`src/rtl/scr_pkg.sv`:
```
// Shared types for the serial clock rate divider.
// Assumes: nothing beyond the enum encoding below being private to the block.
package scr_pkg;
    typedef enum logic [1:0] {
        POST_BY1 = 2'd0,
        POST_BY4 = 2'd1,
        POST_BY8 = 2'd2
    } post_sel_e;
endpackage

```
`src/rtl/scr_field_decode.sv`:
```
// Turns the divider field of the control word into a divide ratio.
// Assumes: RATIO_W can hold both EXT max (2**EXT_W) and legacy max (2**LEG_W*2).
module scr_field_decode #(
    parameter int CTRL_W    = 20,
    parameter int FIELD_LSB = 8,
    parameter int LEG_W     = 8,
    parameter int EXT_W     = 12,
    parameter int RATIO_W   = 13
) (
    input  logic [CTRL_W-1:0]  ctrl_word,
    input  logic               wide_mode,
    output logic [RATIO_W-1:0] ratio
);
    logic [LEG_W-1:0]   leg_f;
    logic [EXT_W-1:0]   ext_f;
    logic [RATIO_W-1:0] leg_ratio;
    logic [RATIO_W-1:0] ext_ratio;

    assign leg_f = ctrl_word[FIELD_LSB +: LEG_W];
    assign ext_f = ctrl_word[FIELD_LSB +: EXT_W];

    // Compute both candidate ratios and pick by mode.
    always_comb begin
        leg_ratio = (RATIO_W'(leg_f) << 1) + RATIO_W'(2);
        ext_ratio = RATIO_W'(ext_f) + RATIO_W'(1);
        ratio     = wide_mode ? ext_ratio : leg_ratio;
    end
endmodule

```
`src/rtl/scr_audio_ratio.sv`:
```
// Audio path ratio: (prescaler + 1) times a post-divide of 1, 4 or 8.
// Assumes: divide-by-8 only exists in the extended variant (wide_mode=1).
module scr_audio_ratio
    import scr_pkg::*;
#(
    parameter int AUD_W   = 8,
    parameter int PRE_W   = 3,
    parameter int BY1_BIT = 3,
    parameter int BY8_BIT = 4,
    parameter int RATIO_W = 13
) (
    input  logic [AUD_W-1:0]   aud_cfg,
    input  logic               wide_mode,
    output logic [RATIO_W-1:0] ratio
);
    post_sel_e          post;
    logic [RATIO_W-1:0] base;

    // Pick the post-divider with divide-by-1 taking priority.
    always_comb begin
        if (aud_cfg[BY1_BIT])                    post = POST_BY1;
        else if (aud_cfg[BY8_BIT] && wide_mode)  post = POST_BY8;
        else                                     post = POST_BY4;
    end

    // Scale the prescaled count by the chosen post-divide.
    always_comb begin
        base = RATIO_W'(aud_cfg[PRE_W-1:0]) + RATIO_W'(1);
        case (post)
            POST_BY1: ratio = base;
            POST_BY8: ratio = base << 3;
            default:  ratio = base << 2;
        endcase
    end
endmodule

```
`src/rtl/scr_period_gen.sv`:
```
// Counts core cycles per output period and shapes sclk plus edge strobes.
// Assumes: ratio_in is never zero; it is sampled only at period boundaries.
module scr_period_gen #(
    parameter int RATIO_W = 13
) (
    input  logic               clk,
    input  logic               rst_n,
    input  logic               en,
    input  logic [RATIO_W-1:0] ratio_in,
    output logic               sclk,
    output logic               sclk_rise,
    output logic               sclk_fall
);
    logic [RATIO_W-1:0] cnt_q, cnt_d;
    logic [RATIO_W-1:0] ratio_q, ratio_d;
    logic [RATIO_W-1:0] hi_d;
    logic               run_q;
    logic               wrap;

    // Decide the next count and whether a new ratio is loaded.
    always_comb begin
        wrap = !run_q || (cnt_q == ratio_q - RATIO_W'(1));
        if (wrap) begin
            cnt_d   = '0;
            ratio_d = ratio_in;
        end else begin
            cnt_d   = cnt_q + RATIO_W'(1);
            ratio_d = ratio_q;
        end
        hi_d = (ratio_d + RATIO_W'(1)) >> 1;
    end

    // Register count, active ratio and the shaped outputs.
    always_ff @(posedge clk) begin
        if (!rst_n) begin
            cnt_q     <= '0;
            ratio_q   <= RATIO_W'(1);
            run_q     <= 1'b0;
            sclk      <= 1'b0;
            sclk_rise <= 1'b0;
            sclk_fall <= 1'b0;
        end else if (!en) begin
            cnt_q     <= '0;
            ratio_q   <= RATIO_W'(1);
            run_q     <= 1'b0;
            sclk      <= 1'b0;
            sclk_rise <= 1'b0;
            sclk_fall <= 1'b0;
        end else begin
            cnt_q     <= cnt_d;
            ratio_q   <= ratio_d;
            run_q     <= 1'b1;
            sclk      <= (cnt_d < hi_d);
            sclk_rise <= (cnt_d == '0);
            sclk_fall <= (cnt_d == hi_d);
        end
    end

    AST_CNT_BELOW_RATIO: assert property (@(posedge clk) disable iff (!rst_n)
        run_q |-> (cnt_q < ratio_q));
    AST_OFF_HOLDS_LOW: assert property (@(posedge clk) disable iff (!rst_n)
        !en |=> (!sclk && !sclk_rise && !sclk_fall && cnt_q == '0));
    AST_NO_MIDPERIOD_RELOAD: assert property (@(posedge clk) disable iff (!rst_n)
        (run_q && en && cnt_q != ratio_q - RATIO_W'(1)) |=> $stable(ratio_q));
    AST_TICKS_EXCLUSIVE: assert property (@(posedge clk) disable iff (!rst_n)
        !(sclk_rise && sclk_fall));
    AST_RISE_WHILE_HIGH: assert property (@(posedge clk) disable iff (!rst_n)
        sclk_rise |-> sclk);
    AST_FALL_WHILE_LOW: assert property (@(posedge clk) disable iff (!rst_n)
        sclk_fall |-> !sclk);
endmodule

```
`src/rtl/scr_clkdiv.sv`:
```
// Serial clock rate divider top: selects main or audio ratio, feeds the
// period generator. Assumes ctrl_word/aud_cfg are quasi-static register values.
module scr_clkdiv #(
    parameter int CTRL_W    = 20,
    parameter int FIELD_LSB = 8,
    parameter int LEG_W     = 8,
    parameter int EXT_W     = 12,
    parameter int AUD_W     = 8,
    parameter int PRE_W     = 3,
    parameter int BY1_BIT   = 3,
    parameter int BY8_BIT   = 4
) (
    input  logic              clk,
    input  logic              rst_n,
    input  logic              en,
    input  logic              wide_mode,
    input  logic              src_audio,
    input  logic [CTRL_W-1:0] ctrl_word,
    input  logic [AUD_W-1:0]  aud_cfg,
    output logic              sclk,
    output logic              sclk_rise,
    output logic              sclk_fall
);
    localparam int BIG_W   = (EXT_W > LEG_W + 1) ? EXT_W : LEG_W + 1;
    localparam int RATIO_W = BIG_W + 1;

    logic [RATIO_W-1:0] main_ratio;
    logic [RATIO_W-1:0] aud_ratio;
    logic [RATIO_W-1:0] ratio_sel;

    scr_field_decode #(
        .CTRL_W(CTRL_W), .FIELD_LSB(FIELD_LSB), .LEG_W(LEG_W),
        .EXT_W(EXT_W), .RATIO_W(RATIO_W)
    ) u_field (
        .ctrl_word(ctrl_word),
        .wide_mode(wide_mode),
        .ratio(main_ratio)
    );

    scr_audio_ratio #(
        .AUD_W(AUD_W), .PRE_W(PRE_W), .BY1_BIT(BY1_BIT),
        .BY8_BIT(BY8_BIT), .RATIO_W(RATIO_W)
    ) u_audio (
        .aud_cfg(aud_cfg),
        .wide_mode(wide_mode),
        .ratio(aud_ratio)
    );

    // Audio source forces the main stage to 1, leaving the audio ratio alone.
    always_comb begin
        ratio_sel = src_audio ? aud_ratio : main_ratio;
    end

    scr_period_gen #(.RATIO_W(RATIO_W)) u_period (
        .clk(clk),
        .rst_n(rst_n),
        .en(en),
        .ratio_in(ratio_sel),
        .sclk(sclk),
        .sclk_rise(sclk_rise),
        .sclk_fall(sclk_fall)
    );

    AST_LEGACY_EVEN: assert property (@(posedge clk) disable iff (!rst_n)
        (!src_audio && !wide_mode) |-> (ratio_sel[0] == 1'b0));
    AST_RATIO_NONZERO: assert property (@(posedge clk) disable iff (!rst_n)
        ratio_sel != '0);
    AST_AUDIO_CAP: assert property (@(posedge clk) disable iff (!rst_n)
        src_audio |-> (ratio_sel <= RATIO_W'(64)));
endmodule

```
`config.mk`:
```
export PLATFORM = sky130hd
export DESIGN_NAME = scr_clkdiv
export DESIGN_NICKNAME = d
export VERILOG_FILES = /design/src/rtl/scr_pkg.sv /design/src/rtl/scr_field_decode.sv /design/src/rtl/scr_audio_ratio.sv /design/src/rtl/scr_period_gen.sv /design/src/rtl/scr_clkdiv.sv
export SDC_FILE = /design/constraint.sdc
export NUM_CORES = 1
export LEC_CHECK = 0
export BUFFER_PORTS_ARGS = -buffer_cell sky130_fd_sc_hd__buf_2
export CAP_MARGIN = 20
export CORE_UTILIZATION = 55
export DETAILED_ROUTE_END_ITERATION = 8
export PLACE_DENSITY = 0.76
export SETUP_SLACK_MARGIN = 0.4
export SLEW_MARGIN = 20
export SYNTH_ARGS = -nofsm -noshare
export SYNTH_HDL_FRONTEND = slang
export SYNTH_SLANG_ARGS = --single-unit
```
`constraint.sdc`:
```
create_clock -name clk -period 9.55 [get_ports clk]
set_input_delay 0.955 -clock clk [delete_from_list [all_inputs] [get_ports clk]]
set_output_delay 0.955 -clock clk [all_outputs]
set_load 0.02 [all_outputs]
```
# Word level (Yosys, flattened, before mapping)
# Index checks and enable logic that the tools add are counted.
# Widths: inputs -> output; s select.
# totals
inputBits,33
mem_bits_ro,0
ram_bits,0
latchBits,0
ff_bits,30
word_cells,30
out_inout_bits,3
n_memories,0
# op_classes
shifts,0
multipliers,0
n_bitwise,0
div_mod_pow,0
n_addsub,6
order_cmp,1
n_mux,8
reduce_logical,6
eq_ne,3
# ops
cell,n
$mux 13,4
$add 13x1->13 const B,2
$pmux 13 s2,1
$add 12x1->13 const B,1
$eq 13x12->1,1
$eq 13x13->1,1
$logic_not 13->1,1
$lt 13x12->1,1
$sub 13x1->13 const B,1
$add 9x2->10 const B,1
$add 3x1->4 const B,1
$mux 2,2
$eq 2x2->1 const B,1
$logic_not 2->1,1
$reduce_and 2->1,1
$logic_and 1x1->1,1
$logic_not 1->1,1
$logic_or 1x1->1,1
$mux 1,1

# Logic depth before layout (Yosys ltp)
# depth
word_depth,9
depth_mapped,22
depth_no_buf,21

# Hierarchy
# Synthesis repeated with hierarchy kept, for this count alone.
# hier_totals
cells_unflattened,440
area_unflattened_um2,3279.4
# by_module_without_submodules
module,area_per_inst_um2,cells_per_inst,n_inst
scr_period_gen,2456.1,320,1
scr_field_decode,454.2,82,1
scr_clkdiv,195.2,14,1
scr_audio_ratio,173.9,24,1

# Worst setup path after synthesis
# OpenSTA, ideal clock, no wires.
# synth_path
kind,reg2reg
from,register u_period.ratio_q[0]
to,register u_period.sclk
required_time_ps,9464
stages_incl_launch_ff,22
setup_time_ps,86
arrival_ps,4246
n_path_buf,1
synth_period_minus_slack_ps,4331
path_slack_ps,5219
cell_sequence,dfxtp_1 inv_1 ha_1 xor2_1 or4_1 a22oi_1 and4b_1 a41oi_4 buf_6 a21oi_1 ha_1 nand2_1 nor3_1 nor3_1 a21oi_1 ha_1 o21a_1 o21a_1 o211ai_1 a21oi_1 a211o_1 a211oi_1
# synth_between
elab_chain_cells,6
# synth_lines
item,line,text
"start, declared",scr_period_gen.sv:15,"logic [RATIO_W-1:0] ratio_q, ratio_d;"
"start signal, assigned",scr_period_gen.sv:51,ratio_q <= ratio_d;
$sub 13x1->13,scr_period_gen.sv:22,wrap = !run_q || (cnt_q == ratio_q - RATIO_W'(1));
$eq 13x13->1,scr_period_gen.sv:22,
$logic_or 1x1->1,scr_period_gen.sv:22,
$mux 13 (*),scr_period_gen.sv:23,if (wrap) begin
named net u_period.ratio_d[0],scr_period_gen.sv:15,
$add 13x1->13 (*),scr_period_gen.sv:30,hi_d = (ratio_d + RATIO_W'(1)) >> 1;
$lt 13x12->1 (*),scr_period_gen.sv:53,sclk <= (cnt_d < hi_d);
"end signal, assigned",scr_period_gen.sv:53,
"end, declared",scr_period_gen.sv:10,"output logic sclk,"
# The timed path passes the listed nets; every way through them passes the cells marked *.
# A chain may end at the register's enable or synchronous reset.

# Worst setup path after layout
# Same ends and word-level chain as after synthesis.

==> impl_metrics.env <==
export IMPL_cts_setup_buffers=0
export IMPL_final_cell_mix="nor2_1 (42), nand2_1 (32), dfxtp_1 (30)"
export IMPL_viasPerCell=5.84
export IMPL_grt_pass1_wl_um=11400
export IMPL_relSlewSlack_pct=58.4
export IMPL_ys_seq_area_share_pct=20.2
export IMPL_core_area_mm2=0.00517
export IMPL_crit_chain="inv_1 -> ha_1 -> xor2_1 -> or4_1 -> a22oi_1 -> and4b_1 -> a41oi_4 -> a21oi_1 -> ha_1 -> nand2_1 -> nor3_1 -> nor3_1 -> a21oi_1 -> ha_1 -> o21a_1 -> o21a_1 -> o211ai_1 -> a21oi_1 -> a211o_1 -> a211oi_1"
export IMPL_num_rows=26
export IMPL_min_period_ps=5050
export IMPL_status="finished, final reports clean"
export IMPL_nets=450
export IMPL_cts_sinks=30
export IMPL_vias=2752
export IMPL_cp_top_family="compound AO/OA/AOI/OAI gates"
export IMPL_place_inst=463
export IMPL_seqCellArea_um2=601
export IMPL_required_ps=9720
export IMPL_ant_nets=0
export IMPL_tightest_slew_ps=620
export IMPL_period_share_pct=52.8
export IMPL_grt_ovfl_total=0
export IMPL_clock_path_buffers=2
export IMPL_cts_resized=0
export IMPL_clk_pin_slew_ps=80
export IMPL_root_buffer="clkbuf_8"
export IMPL_rsz0062_at_grt="false"
export IMPL_setup_tns_ps=0
export IMPL_power_switching_uw=114
export IMPL_yosysWarnings=0
export IMPL_insertedDiodeCount=0
export IMPL_crit_cells=20
export IMPL_maxCapViolCount=0
export IMPL_hold_violations=0
export IMPL_cts_tree="built"
export IMPL_die_x_um=75.6
export IMPL_skew_ps=13.3
export IMPL_startpoint_type="flip-flop"
export IMPL_firstDrtPassIters=4
export IMPL_h_tree_depth=2
export IMPL_cp_end_kind="flip-flop"
export IMPL_ys_types=57
export IMPL_totalWireLength_um=7010
export IMPL_cp_buffers_inverters=1
export IMPL_synthToLayoutAreaGrowth_pct=6.64
export IMPL_fp_dieH_um=75.6
export IMPL_reg2reg_from="u_period.ratio_q[0]"
export IMPL_drtIter0Drc=198
export IMPL_ys_flop_type="dfxtp_1"
export IMPL_internal_power_uw=227
export IMPL_synth_edff_count=0
export IMPL_synthCells=391
export IMPL_yosysTopAreaCellShare_pct=20.2
export IMPL_cp_max_fo=6
export IMPL_setup_viol=0
export IMPL_ys_async_sr_fraction_pct=0
export IMPL_hpwl_um=5490
export IMPL_yosys_area_top_type="dfxtp_1"
export IMPL_netlist_area_mm2=0.00298
export IMPL_fmax_mhz=198
export IMPL_hold_class="reg -> reg"
export IMPL_insertion_delay_ps=300
export IMPL_cts_buffers=5
export IMPL_io_buffers=24
export IMPL_power_uw=341
export IMPL_finalNonFillerCells=471
export IMPL_gp_congestion=0.815
export IMPL_drv_slew=0
export IMPL_post_route_util_pct=61.4
export IMPL_arrival_ps=5210
export IMPL_slowest_stage="nor3_1"
export IMPL_cp_startpoint="u_period.ratio_q[0]"
export IMPL_drive_gt1_share_pct=11.2
export IMPL_netSwitchingFraction_pct=33.5
export IMPL_cellPowerDensity_mw_per_mm2=107
export IMPL_r2r_end="u_period.sclk"
export IMPL_antenna_found_initial=0
export IMPL_final_common_cell="nor2_1"
export IMPL_r2r_cells=20
export IMPL_grt_max_degree=52
export IMPL_cpPeakStageDelay_ps=490
export IMPL_die_area_mm2=0.00571
export IMPL_hold_buffers=0
export IMPL_rrSetupSlack_ps=4500
export IMPL_p_comb_share_pct=27.7
export IMPL_start_util_pct=57.6
export IMPL_grt_pass1_vias=2411
export IMPL_wl_per_cell_um=14.9
export IMPL_p_seq_share_pct=39.4
export IMPL_fill_cells=478
export IMPL_ys_ff_latch=30
export IMPL_grtUsageTotal_pct=26.7
export IMPL_leakage_nw=1.28
export IMPL_io_pins=36
export IMPL_synth_area_top_cells="dfxtp_1 (20%), xor2_1 (7.6%), ha_1 (7.1%)"
export IMPL_cp_endpoint="u_period.sclk"
export IMPL_ir_drop_mv=0.0630
export IMPL_drc=0
export IMPL_syn_avg_cell_area_um2=7.62
export IMPL_multi_input_area_mm2=0.00222
export IMPL_hold_ws_ps=546
export IMPL_clkPwrFrac_pct=32.9
export IMPL_worst_setup_path_type="reg -> reg"
export IMPL_synth_fp_nets=441
==> registers in the layout (all words and copies together) (netlist names) <==
register and flops:
u_period.sclk_rise 1, u_period.sclk_fall 1, u_period.sclk 1, u_period.ratio_q 13
u_period.run_q 1, u_period.cnt_q 13
==> kinds of logic after synthesis <==
kind of cell             synth area share, %
AND/OR/NAND/NOR                         31.4
AO/OA/AOI/OAI                           17.4
XOR/XNOR                                14.7
buffers and inverters                   5.29
flip-flops                              20.2
adder cells (fa/ha/maj)                 7.14
multiplexers                            3.82
==> worst register-to-register path, delay by kind of cell, from the launching register on <==
kind	cells	cell delay [ps]
DFF	1	450
buffers and inverters	1	130
and+or+nand+nor	5	1370
xor gates and xnor gates	1	190
adders and majority gates	3	830
AOI/OAI and AO/OA	10	1970
==> metrics by stage <==
stage / cell area [um2] / worst slack [ps]
2_1_floorplan: 2980 / 5220
3_5_place_dp: 3080 / 4560
3_3_place_gp: 3080 / 4650
5_1_grt: 3180 / 4030
4_1_cts: 3180 / 4510
6_report: 3180 / 4500
==> synth_stat cells (all sizes together), types with 2 or more instances <==
cell type  count
nor2          42
nand2         32
dfxtp         30
xor2          26
xnor2         24
a21oi         19
nand3         18
o21ai         18
ha            17
nor3          14
clkbuf        13
inv           12
nand4         12
and2          11
buf           10
nor2b          9
mux2i          8
and3           7
a211oi         6
a31oi          5
and4           5
a211o          4
a21o           4
nor4           4
o21a           4
or4            4
mux2           3
nand2b         3
or3            3
nand3b         2
nor3b          2
nor4b          2
o2bb2ai        2
==> worst min path at each step <==
stage                           start                 to  slack, ps  cells after the start
floorplan           u_period.cnt_q[0]  u_period.cnt_q[0]        470                      1
global placement    u_period.cnt_q[0]  u_period.cnt_q[0]        510                      1
detailed placement  u_period.cnt_q[0]  u_period.cnt_q[0]        510                      1
CTS                 u_period.cnt_q[0]  u_period.cnt_q[0]        540                      1
global route        u_period.cnt_q[0]  u_period.cnt_q[0]        560                      1
finish              u_period.cnt_q[0]  u_period.cnt_q[0]        550                      1
==> layer usage <==
| metal | vias up | wire length (um) | track usage [%] | share of wire, % |
|---|---|---|---|---|
| li1 | 1411 | - | - | - |
| met1 | 1278 | 3220 | 34.2 | 46 |
| met2 | 54 | 3390 | 45.6 | 48 |
| met3 | 9 | 288 | 5.29 | 4.1 |
| met4 | 0 | 109 | 7.20 | 1.6 |
| met5 | - | 0 | 0 | 0 |
==> cell type report <==
class | instances | area share, %
tap | 70 | 2.76
clock inverter | 2 | 0.394
clock buffer | 6 | 2.60
timing repair buffer | 25 | 4.02
inverter | 12 | 1.42
sequential | 30 | 18.9
multi-input combinational | 326 | 69.9
==> power by group through the flow <==
stage          logic (mW)  clock network (mW)  registers [mW]
2_1_floorplan      0.0753                   0           0.134
3_3_place_gp       0.0923                   0           0.137
3_5_place_dp       0.0939                   0           0.137
4_1_cts            0.0946               0.113           0.134
5_1_grt             0.106               0.120           0.135
6_report           0.0945               0.112           0.134
No activity file was read; power rests on OpenSTA's default activity.
